### src/rtl/uart_regpath_pkg.sv
package uart_regpath_pkg;

   typedef enum logic [1:0] {
      WLEN_5 = 2'd0,
      WLEN_6 = 2'd1,
      WLEN_7 = 2'd2,
      WLEN_8 = 2'd3
   } wlen_e;

   localparam int unsigned CHAR_W     = 8;
   localparam int unsigned DATA_ADDR  = 0;

   // keep the low (5 + code) bits of a received character
   function automatic logic [CHAR_W-1:0] char_mask(input wlen_e len);
      logic [CHAR_W-1:0] m;
      m = {CHAR_W{1'b1}} >> (2'd3 - 2'(len));
      return m;
   endfunction

endpackage

### src/rtl/regpath_fifo.sv
module regpath_fifo #(
   parameter int unsigned WIDTH = 8,
   parameter int unsigned DEPTH = 16
) (
   input  logic             clk,
   input  logic             rst_n,
   input  logic             flush,
   input  logic             single_mode,
   input  logic             push,
   input  logic             pop,
   input  logic [WIDTH-1:0] din,
   output logic [WIDTH-1:0] dout,
   output logic             empty,
   output logic             full
);
   localparam int unsigned PTR_W = $clog2(DEPTH);
   localparam int unsigned CNT_W = $clog2(DEPTH + 1);
   localparam logic [CNT_W-1:0] CNT_MAX = CNT_W'(DEPTH);

   generate
      if (DEPTH < 2 || (DEPTH & (DEPTH - 1)) != 0) begin : g_bad_depth
         $error("regpath_fifo: DEPTH must be a power of two of at least 2");
      end
   endgenerate

   logic [WIDTH-1:0] mem_q [DEPTH];
   logic [PTR_W-1:0] rd_ptr_q, wr_ptr_q;
   logic [CNT_W-1:0] cnt_q;
   logic             do_pop, do_push;

   assign empty  = (cnt_q == '0);
   assign full   = single_mode ? !empty : (cnt_q == CNT_MAX);
   assign dout   = mem_q[rd_ptr_q];
   assign do_pop = pop && !empty;
   // single register mode always accepts (overwrite); queue mode drops on full
   assign do_push = push && (single_mode || !full || do_pop);

   always_ff @(posedge clk or negedge rst_n) begin
      if (!rst_n) begin
         rd_ptr_q <= '0;
         wr_ptr_q <= '0;
         cnt_q    <= '0;
      end else if (flush) begin
         rd_ptr_q <= '0;
         wr_ptr_q <= '0;
         cnt_q    <= '0;
      end else if (single_mode) begin
         if (do_push)     cnt_q <= CNT_W'(1);
         else if (do_pop) cnt_q <= '0;
      end else begin
         if (do_push) wr_ptr_q <= wr_ptr_q + 1'b1;
         if (do_pop)  rd_ptr_q <= rd_ptr_q + 1'b1;
         if (do_push && !do_pop)      cnt_q <= cnt_q + 1'b1;
         else if (do_pop && !do_push) cnt_q <= cnt_q - 1'b1;
      end
   end

   always_ff @(posedge clk) begin
      if (!flush && do_push) begin
         if (single_mode) mem_q[rd_ptr_q] <= din;
         else             mem_q[wr_ptr_q] <= din;
      end
   end

   // occupancy never exceeds the queue depth
   assert_no_overflow_R4: assert property (@(posedge clk) disable iff (!rst_n)
      cnt_q <= CNT_MAX);

   // a push into a full queue without a pop is dropped
   assert_full_drop_R7: assert property (@(posedge clk) disable iff (!rst_n)
      (!single_mode && full && push && !pop && !flush) |=> $stable(cnt_q));

   // popping an empty queue moves no pointer
   assert_empty_pop_R5: assert property (@(posedge clk) disable iff (!rst_n)
      (pop && empty && !push && !flush) |=> ($stable(rd_ptr_q) && cnt_q == '0));

endmodule

### src/rtl/regpath_baudgen.sv
module regpath_baudgen #(
   parameter int unsigned DIV_W = 16
) (
   input  logic             clk,
   input  logic             rst_n,
   input  logic [DIV_W-1:0] divisor,
   output logic             tick
);
   generate
      if (DIV_W < 2) begin : g_bad_width
         $error("regpath_baudgen: DIV_W must be at least 2");
      end
   endgenerate

   logic [DIV_W-1:0] cnt_q;
   logic [DIV_W-1:0] eff_div;
   logic [DIV_W-1:0] last_cnt;

   // a zero divisor behaves as one
   assign eff_div  = (divisor == '0) ? DIV_W'(1) : divisor;
   assign last_cnt = eff_div - 1'b1;
   // >= so that shrinking the divisor mid-period wraps at once
   assign tick     = (cnt_q >= last_cnt);

   always_ff @(posedge clk or negedge rst_n) begin
      if (!rst_n)    cnt_q <= '0;
      else if (tick) cnt_q <= '0;
      else           cnt_q <= cnt_q + 1'b1;
   end

   // with a divisor above one, ticks never come on adjacent cycles
   assert_tick_gap_R10: assert property (@(posedge clk) disable iff (!rst_n)
      (tick && divisor > DIV_W'(1) && $stable(divisor)) |=> !tick);

endmodule

### src/rtl/uart_regpath.sv
module uart_regpath #(
   parameter int unsigned BUS_W      = 32,
   parameter int unsigned REG_ADDR_W = 3,
   parameter int unsigned FIFO_DEPTH = 16,
   parameter int unsigned DIV_W      = 16
) (
   input  logic                  clk,
   input  logic                  rst_n,
   input  logic [REG_ADDR_W-1:0] bus_addr,
   input  logic                  bus_rd,
   input  logic                  bus_wr,
   input  logic [BUS_W-1:0]      bus_wdata,
   output logic [BUS_W-1:0]      bus_rdata,
   input  logic                  divisor_access,
   input  logic                  fifo_en,
   input  logic [1:0]            word_len,
   input  logic                  rx_char_valid,
   input  logic [7:0]            rx_char,
   input  logic                  tx_ready,
   output logic                  tx_valid,
   output logic [7:0]            tx_data,
   output logic                  data_ready,
   output logic                  tx_request,
   output logic                  baud_tick
);
   import uart_regpath_pkg::*;

   localparam int unsigned DIV_BYTES = DIV_W / CHAR_W;
   localparam int unsigned PAD_W     = BUS_W - CHAR_W;

   generate
      if (BUS_W <= CHAR_W) begin : g_bad_bus
         $error("uart_regpath: BUS_W must exceed the character width");
      end
      if (DIV_W % CHAR_W != 0 || DIV_BYTES < 1) begin : g_bad_div
         $error("uart_regpath: DIV_W must be a whole number of bytes");
      end
      if (DIV_BYTES > (1 << REG_ADDR_W)) begin : g_bad_addr
         $error("uart_regpath: address space too small for divisor latches");
      end
   endgenerate

   // ---------------- access decode ----------------
   logic data_sel, rx_read, tx_write;
   assign data_sel = !divisor_access && (bus_addr == REG_ADDR_W'(DATA_ADDR));
   assign rx_read  = bus_rd && data_sel;
   assign tx_write = bus_wr && data_sel;

   // ---------------- mode change flush ----------------
   logic mode_q, flush;
   always_ff @(posedge clk or negedge rst_n) begin
      if (!rst_n) mode_q <= 1'b0;
      else        mode_q <= fifo_en;
   end
   assign flush = (mode_q != fifo_en);

   // ---------------- receive store ----------------
   logic [CHAR_W-1:0] rx_masked, rx_head;
   logic              rx_empty, rx_full;
   assign rx_masked = rx_char & char_mask(wlen_e'(word_len));

   regpath_fifo #(.WIDTH(CHAR_W), .DEPTH(FIFO_DEPTH)) i_rx_store (
      .clk         (clk),
      .rst_n       (rst_n),
      .flush       (flush),
      .single_mode (!fifo_en),
      .push        (rx_char_valid),
      .pop         (rx_read),
      .din         (rx_masked),
      .dout        (rx_head),
      .empty       (rx_empty),
      .full        (rx_full)
   );
   assign data_ready = !rx_empty;

   // ---------------- transmit store ----------------
   logic tx_empty, tx_full;

   regpath_fifo #(.WIDTH(CHAR_W), .DEPTH(FIFO_DEPTH)) i_tx_store (
      .clk         (clk),
      .rst_n       (rst_n),
      .flush       (flush),
      .single_mode (!fifo_en),
      .push        (tx_write),
      .pop         (tx_ready),
      .din         (bus_wdata[CHAR_W-1:0]),
      .dout        (tx_data),
      .empty       (tx_empty),
      .full        (tx_full)
   );
   assign tx_valid   = !tx_empty;
   assign tx_request = tx_empty;

   // ---------------- divisor latches ----------------
   logic [DIV_W-1:0] div_q;

   generate
      for (genvar b = 0; b < DIV_BYTES; b++) begin : g_div_byte
         always_ff @(posedge clk or negedge rst_n) begin
            if (!rst_n)
               div_q[b*CHAR_W +: CHAR_W] <= '0;
            else if (bus_wr && divisor_access && bus_addr == REG_ADDR_W'(b))
               div_q[b*CHAR_W +: CHAR_W] <= bus_wdata[CHAR_W-1:0];
         end
      end
   endgenerate

   regpath_baudgen #(.DIV_W(DIV_W)) i_baudgen (
      .clk     (clk),
      .rst_n   (rst_n),
      .divisor (div_q),
      .tick    (baud_tick)
   );

   // ---------------- read data ----------------
   logic [CHAR_W-1:0] rd_byte;
   always_comb begin
      rd_byte = '0;
      if (!divisor_access) begin
         if (bus_addr == REG_ADDR_W'(DATA_ADDR) && !rx_empty) rd_byte = rx_head;
      end else begin
         for (int b = 0; b < DIV_BYTES; b++)
            if (bus_addr == REG_ADDR_W'(b)) rd_byte = div_q[b*CHAR_W +: CHAR_W];
      end
   end
   assign bus_rdata = {{PAD_W{1'b0}}, rd_byte};

   // a read in single register mode leaves the receive store empty
   assert_read_clears_R2: assert property (@(posedge clk) disable iff (!rst_n)
      (!fifo_en && rx_read && !rx_char_valid) |=> !data_ready);

   // a handoff in single register mode raises the transmit request
   assert_tx_handoff_R6: assert property (@(posedge clk) disable iff (!rst_n)
      (!fifo_en && tx_valid && tx_ready && !tx_write) |=> tx_request);

   // a mode change leaves both stores empty
   assert_mode_flush_R12: assert property (@(posedge clk) disable iff (!rst_n)
      (flush && !rx_char_valid && !tx_write) |=> (!data_ready && tx_request));

endmodule

### config.mk
export PLATFORM = sky130hd
export DESIGN_NAME = uart_regpath
export DESIGN_NICKNAME = d
export VERILOG_FILES = /design/src/rtl/uart_regpath_pkg.sv /design/src/rtl/regpath_fifo.sv /design/src/rtl/regpath_baudgen.sv /design/src/rtl/uart_regpath.sv
export SDC_FILE = /design/constraint.sdc
export NUM_CORES = 1
export LEC_CHECK = 0
export BUFFER_PORTS_ARGS = -buffer_cell sky130_fd_sc_hd__buf_2
export CAP_MARGIN = 10
export CORE_MARGIN = 4
export CORE_UTILIZATION = 23
export DETAILED_ROUTE_END_ITERATION = 6
export SLEW_MARGIN = 20
export SYNTH_ARGS = -nofsm -noshare
export SYNTH_HDL_FRONTEND = slang
export SYNTH_SLANG_ARGS = --single-unit
### constraint.sdc
create_clock -name clk -period 3.65 [get_ports clk]
set_input_delay 0.1825 -clock clk [delete_from_list [all_inputs] [get_ports clk]]
set_output_delay 0.1825 -clock clk [all_outputs]
set_load 0.02 [all_outputs]
==> results.sh, run 1 <==
export IMPL_dieArea_um2=66900
export IMPL_synth_area_per_cell_um2=14.5
export IMPL_nets=1194
export IMPL_clk_pin_slew_worst_paths_ps=60
export IMPL_start_util_pct=23.3
export IMPL_hp_class="in -> reg"
export IMPL_maxCapViolCount=0
export IMPL_antennaDiodeCount=0
export IMPL_slew_viol_final=0
export IMPL_clockBufferDepth=3
export IMPL_antenna_found_initial=0
export IMPL_die_h_um=259
export IMPL_routed_wl_um=32400
export IMPL_failed_checks="setup timing"
export IMPL_io_buffers=48
export IMPL_core_area_um2=61900
export IMPL_critPathRequiredTime_ps=3470
export IMPL_synth_cells=998
export IMPL_reg2reg_depth=15
export IMPL_yosys_area_top_type="edfxtp_1"
export IMPL_fin_ws_ps=-276
export IMPL_wl_per_cell_um=16.4
export IMPL_timing_rr_start="div_q[13]$_DFFE_PN0P_"
export IMPL_dpl_instance_area_um2=15900
export IMPL_holdWs_ps=38.4
export IMPL_clk_latency_ps=520
export IMPL_cts_sink_count=315
export IMPL_rsz0062_at_grt="yes"
export IMPL_dr_first_iter_drc_count=653
export IMPL_hold_viol=0
export IMPL_vias=8652
export IMPL_syn_area_um2=14500
export IMPL_endpoint="baud_tick"
export IMPL_ir_drop_uv=324
export IMPL_finalClockSkew_ps=25.8
export IMPL_grt_max_degree=42
export IMPL_die_w_um=259
export IMPL_cts_root_buf="clkbuf_16"
export IMPL_drcViolationCount=0
export IMPL_crit_arrival_ps=3740
export IMPL_critPathKind="reg -> out"
export IMPL_cts_tree="yes"
export IMPL_end_kind="output port"
export IMPL_cts_buffers=34
export IMPL_gp_congestion=0.789
export IMPL_rrSetupSlack_ps=280
export IMPL_power_density_nw_per_um2=534
export IMPL_maxSlewHeadroom_pct=27.9
export IMPL_drive_gt1_share_pct=23.8
export IMPL_synth_seq_area_share_pct=63.4
export IMPL_fmax_mhz=255
export IMPL_final_cell_mix="edfxtp_1 (256), nor2_1 (71), nand2_1 (63)"
export IMPL_final_period_utilization_pct=108
export IMPL_dp_hpwl_um=22000
export IMPL_async_flop_share_pct=18.7
export IMPL_grt_pass1_vias=8781
export IMPL_final_util_pct=27.7
export IMPL_leakagePower_nw=5.98
export IMPL_first_pass_iters=5
export IMPL_final_area_um2=17100
export IMPL_grt_use_total_pct=9.55
export IMPL_grt_pass1_wl_um=50900
export IMPL_htreeDepth=2
export IMPL_setup_viol=1
export IMPL_path_max_fanout=2
export IMPL_areaGrowthSynthToFinish_pct=18.6
export IMPL_start_kind="register"
export IMPL_worstMarginPinSlew_ps=1080
export IMPL_synth_area_leaders="edfxtp_1 (53%), dfrtp_1 (10%), mux4_2 (7.5%), mux2i_1 (4.0%), ha_1 (2.9%)"
export IMPL_status="complete, but fails checks"
export IMPL_synth_distinct_cells=61
export IMPL_yosys_warnings=0
export IMPL_postRouteAntennaNets=0
export IMPL_viasPerCell=4.40
export IMPL_row_count=91
export IMPL_overflow=0
export IMPL_ys_ff_latch=315
export IMPL_min_period_ps=3930
export IMPL_io_pins=97
export IMPL_synth_top_area_share_pct=53.2
export IMPL_mostFrequentLayoutCell="edfxtp_1"
export IMPL_synth_edff_count=256
export IMPL_ys_flop_type="edfxtp_1"
export IMPL_rr_endpoint="i_baudgen.cnt_q[15]$_DFF_PN0_"
export IMPL_cp_startpoint="div_q[13]$_DFFE_PN0P_"
export IMPL_finalPower_mw=9.16
-- state kept, by name (all words and copies together), names as in the netlist, 5 cells and up --
signal and flops:
i_rx_store.mem_q 128, i_tx_store.mem_q 128, div_q 16, i_baudgen.cnt_q 16, i_rx_store.cnt_q 5, i_tx_store.cnt_q 5
-- layout make-up --
cell class / count / area [um^2]
Timing Repair Buffer: 116 / 783
Sequential cell: 315 / 9170
Fill cell: 6305 / 44800
Clock buffer: 42 / 912
Multi-Input combinational cell: 613 / 5020
Inverter: 25 / 93.8
Clock inverter: 19 / 120
Tap cell: 837 / 1050
-- worst max-delay path, stage by stage (launching register included) --
cell	delay [ps]
dfrtp_1	370
or4_4	530
or2_4	260
nor2_4	150
a31oi_4	100
ha_2	220
buf_6	120
nand2_4	60
nor3_4	40
xnor2_2	130
ha_1	290
nand2_2	60
a21oi_2	110
o41ai_2	90
a221oi_2	340
nand2b_4	210
buf_6	120
-- logic make-up (layout without fill, tap and decap cells) --
| family | after synthesis | in the layout | synth area share, % |
|---|---|---|---|
| other | 1 | 24 | 0.0259 |
| adders and majority gates | 36 | 36 | 3.22 |
| muxes | 128 | 128 | 13.2 |
| buffers and inverters | 93 | 202 | 3.20 |
| DFF | 315 | 315 | 63.4 |
| AOI/OAI and AO/OA | 148 | 148 | 6.81 |
| and+or+nand+nor | 249 | 249 | 8.43 |
| xor gates and xnor gates | 28 | 28 | 1.70 |
-- report_power, final --
group	switching [mW]	total, mW	internal [mW]
clock network	1.43	3.23	1.80
registers	0.204	4.23	4.02
logic	0.949	1.70	0.750
total	2.59	9.16	6.57
-- synthesized netlist by cell type, types with 10 or more instances --
cell type	number
mux2_2	22
nand4_1	10
mux2i_1	58
nand3_1	21
inv_1	23
nor3b_1	12
nor2_1	72
mux4_2	48
a22oi_1	12
buf_4	25
clkbuf_1	29
dfrtp_1	59
nor3_1	27
a21oi_1	28
xnor2_1	20
ha_1	34
nand2_1	65
buf_2	10
o21ai_0	54
edfxtp_1	256
-- what timing repair did --
item / 4_1_cts / 5_1_grt
gates resized for setup: 18 / 5
setup endpoints to repair: 2 / 10
endpoints found under the hold margin: 41 / 0
buffers inserted: 3 / 0
hold buffers: 4 / 0
pin swaps: 12 / 8
-- how the worst min path moves through the flow --
| stage | end | slack (ps) | startpoint | depth (start not counted) |
|---|---|---|---|---|
| 2_1_floorplan | div_q[0]$_DFFE_PN0P_ | -110 | rst_n | 0 |
| 3_3_place_gp | i_baudgen.cnt_q[2]$_DFF_PN0_ | 370 | rst_n | 1 |
| 3_5_place_dp | i_baudgen.cnt_q[3]$_DFF_PN0_ | 390 | rst_n | 1 |
| 4_1_cts | i_rx_store.mem_q[5][3]$_DFFE_PP_ | 10 | rx_char[3] | 1 |
| 5_1_grt | i_rx_store.mem_q[5][3]$_DFFE_PP_ | 30 | rx_char[3] | 1 |
| 6_report | i_rx_store.mem_q[5][3]$_DFFE_PP_ | 40 | rx_char[3] | 1 |
-- routing by layer --
| layer | track usage [%] | routed length (um) | vias to the layer above |
|---|---|---|---|
| li1 | - | - | 4003 |
| met1 | 13.2 | 14700 | 4399 |
| met2 | 15.1 | 15000 | 208 |
| met3 | 2.26 | 1990 | 42 |
| met4 | 2.56 | 648 | 0 |
| met5 | 0 | 0 | - |
-- through the flow --
stage / TNS [ps] / setup WS [ps] / instances
5_1_grt: -423 / -423 / 1967
2_1_floorplan: 0 / 0.901 / 1021
6_report: -276 / -276 / 1967
3_3_place_gp: -61.5 / -61.5 / 1899
3_5_place_dp: -74.4 / -73.8 / 1899
4_1_cts: -297 / -297 / 1967
No activity file was read; power rests on OpenSTA's default activity.
==> run 2, diff against run 1 <==
- CORE_MARGIN: 4 -> 5
==> run 2 against run 1 <==
  * The run still ends with setup timing left
  * Via count decreased by 0.59%
  * Global-route usage increased by 0.062 points
  * Count of clock-buffer cells in the layout decreased by 6
  * Cell area increased by 0.34%
  * Die area increased by 1.6%
  * Routed wire length increased by 3.3%
  * Clock power increased by 2%
  * Clock skew decreased by 8.2 ps
  * Largest cell class unchanged
  * Largest power group unchanged
==> results.sh, run 2 (same netlist as run 1, synthesis figures left out) <==
export IMPL_status="complete, but fails checks"
export IMPL_failed_checks="setup timing"
export IMPL_cts_tree="yes"
export IMPL_finalNonFillerCells=1974
export IMPL_gp_congestion=0.777
export IMPL_rsz0062_at_grt="yes"
export IMPL_wl_per_cell_um=16.9
export IMPL_final_period_utilization_pct=109
export IMPL_finalPower_mw=9.25
export IMPL_grt_pass1_vias=8782
export IMPL_viasPerCell=4.36
export IMPL_fin_ws_ps=-312
export IMPL_path_max_fanout=2
export IMPL_reg2reg_depth=14
export IMPL_crit_arrival_ps=3780
export IMPL_critPathRequiredTime_ps=3470
export IMPL_cts_root_buf="clkbuf_16"
export IMPL_clk_pin_slew_worst_paths_ps=70
export IMPL_htreeDepth=1
export IMPL_end_kind="output port"
export IMPL_clk_latency_ps=570
export IMPL_postRouteAntennaNets=0
export IMPL_critPathKind="reg -> out"
export IMPL_io_pins=97
export IMPL_power_density_nw_per_um2=538
export IMPL_holdWs_ps=71.6
export IMPL_first_pass_iters=5
export IMPL_hold_depth=1
export IMPL_dpl_instance_area_um2=15900
export IMPL_setup_viol=1
export IMPL_mostFrequentLayoutCell="edfxtp_1"
export IMPL_die_w_um=261
export IMPL_ir_drop_uv=349
export IMPL_grt_pass1_wl_um=51800
export IMPL_setup_tns_ps=-312
export IMPL_drcViolationCount=0
export IMPL_cts_sink_count=315
export IMPL_fmax_mhz=252
export IMPL_grt_max_degree=41
export IMPL_die_h_um=261
export IMPL_core_area_um2=62600
export IMPL_final_area_um2=17200
export IMPL_rrSetupSlack_ps=220
export IMPL_slew_viol_final=0
export IMPL_areaGrowthSynthToFinish_pct=19.0
export IMPL_worstHoldStart="bus_wdata[2]"
export IMPL_hold_end="i_tx_store.mem_q[15][2]$_DFFE_PP_"
export IMPL_hp_class="in -> reg"
export IMPL_reg_largest_list="i_rx_store.mem_q x128, i_tx_store.mem_q x128"
export IMPL_start_kind="register"
export IMPL_io_buffers=48
export IMPL_dieArea_um2=68000
export IMPL_grt_use_total_pct=9.61
export IMPL_register_area_um2=9170
export IMPL_drive_gt1_share_pct=23.5
export IMPL_nets=1194
export IMPL_overflow=0
export IMPL_routed_wl_um=33400
export IMPL_dpl_worst_slack_ps=-47.7
export IMPL_final_cell_mix="edfxtp_1 (256), nor2_1 (71), nand2_1 (64)"
export IMPL_vias=8601
export IMPL_timing_rr_start="div_q[13]$_DFFE_PN0P_"
export IMPL_maxSlewHeadroom_pct=28.1
export IMPL_final_util_pct=27.5
export IMPL_dr_first_iter_drc_count=653
export IMPL_hold_viol=0
export IMPL_clockBufferDepth=3
export IMPL_leakagePower_nw=5.99
export IMPL_worstMarginPinSlew_ps=1080
export IMPL_antenna_found_initial=2
export IMPL_dp_hpwl_um=22400
export IMPL_rr_endpoint="i_baudgen.cnt_q[13]$_DFF_PN0_"
export IMPL_start_util_pct=23.1
export IMPL_row_count=92
export IMPL_finalClockSkew_ps=17.7
export IMPL_maxCapViolCount=0
export IMPL_fillers=6363
export IMPL_min_period_ps=3960
export IMPL_place_inst=1905
export IMPL_multi_input_area_um2=5040
export IMPL_cts_buffers=30
[run 2: repair_timing]
action / CTS / global route
setup endpoints to repair: 4 / 9
cloned: 0 / 0
hold buffers: 9 / 0
gates resized for setup: 19 / 6
setup buffers: 2 / 3
endpoints found under the hold margin: 105 / 0
pin swaps: 14 / 9
[run 2: final cells by class]
cell class              count  share of cell area (%)
inverters                  25                   0.546
multi-input cells         613                    29.3
well taps                 846                    6.15
flip-flops and latches    315                    53.3
repair buffers            120                    4.73
clock buffers              36                    4.62
clock inverters            18                    1.34
diodes                      1                  0.0145
[run 2: how the worst max path moves through the flow]
stage / startpoint / to / slack (ps) / cells past startpoint
after detailed placement: div_q[13]$_DFFE_PN0P_ / baud_tick / -50 / 15
after global routing: div_q[13]$_DFFE_PN0P_ / baud_tick / -460 / 16
final: div_q[13]$_DFFE_PN0P_ / baud_tick / -310 / 14
after global placement: div_q[13]$_DFFE_PN0P_ / baud_tick / -90 / 15
after floorplan: div_q[13]$_DFFE_PN0P_ / i_baudgen.cnt_q[11]$_DFF_PN0_ / 0.9 / 15
after CTS: div_q[14]$_DFFE_PN0P_ / baud_tick / -350 / 15
[run 2: critical path: stages, from the launching register on]
cell      delay, ps
dfrtp_1         380
or4_4           530
or2_4           260
nor2_4          140
a31oi_4         110
ha_4            190
buf_6           120
xnor2_1         120
ha_1            290
o211ai_1         90
a21oi_1         200
o41ai_2         110
a221oi_2        350
nand2b_4        200
buf_6           110
[run 2: layer usage]
layer  routed length [um]  vias up  GRT usage, %  part of all wire (%)
li1                     -     4008             -                     -
met1                15500     4356          13.6                    46
met2                15700      203          15.6                    47
met3                 1760       34          1.72                   5.2
met4                  474        0          1.89                   1.4
met5                    0        -             0                     0
[run 2: power by group]
group / total (mW) / internal, mW / switching (mW)
sequential: 4.29 / 4.02 / 0.273
combinational: 1.67 / 0.758 / 0.911
clock: 3.29 / 1.91 / 1.38
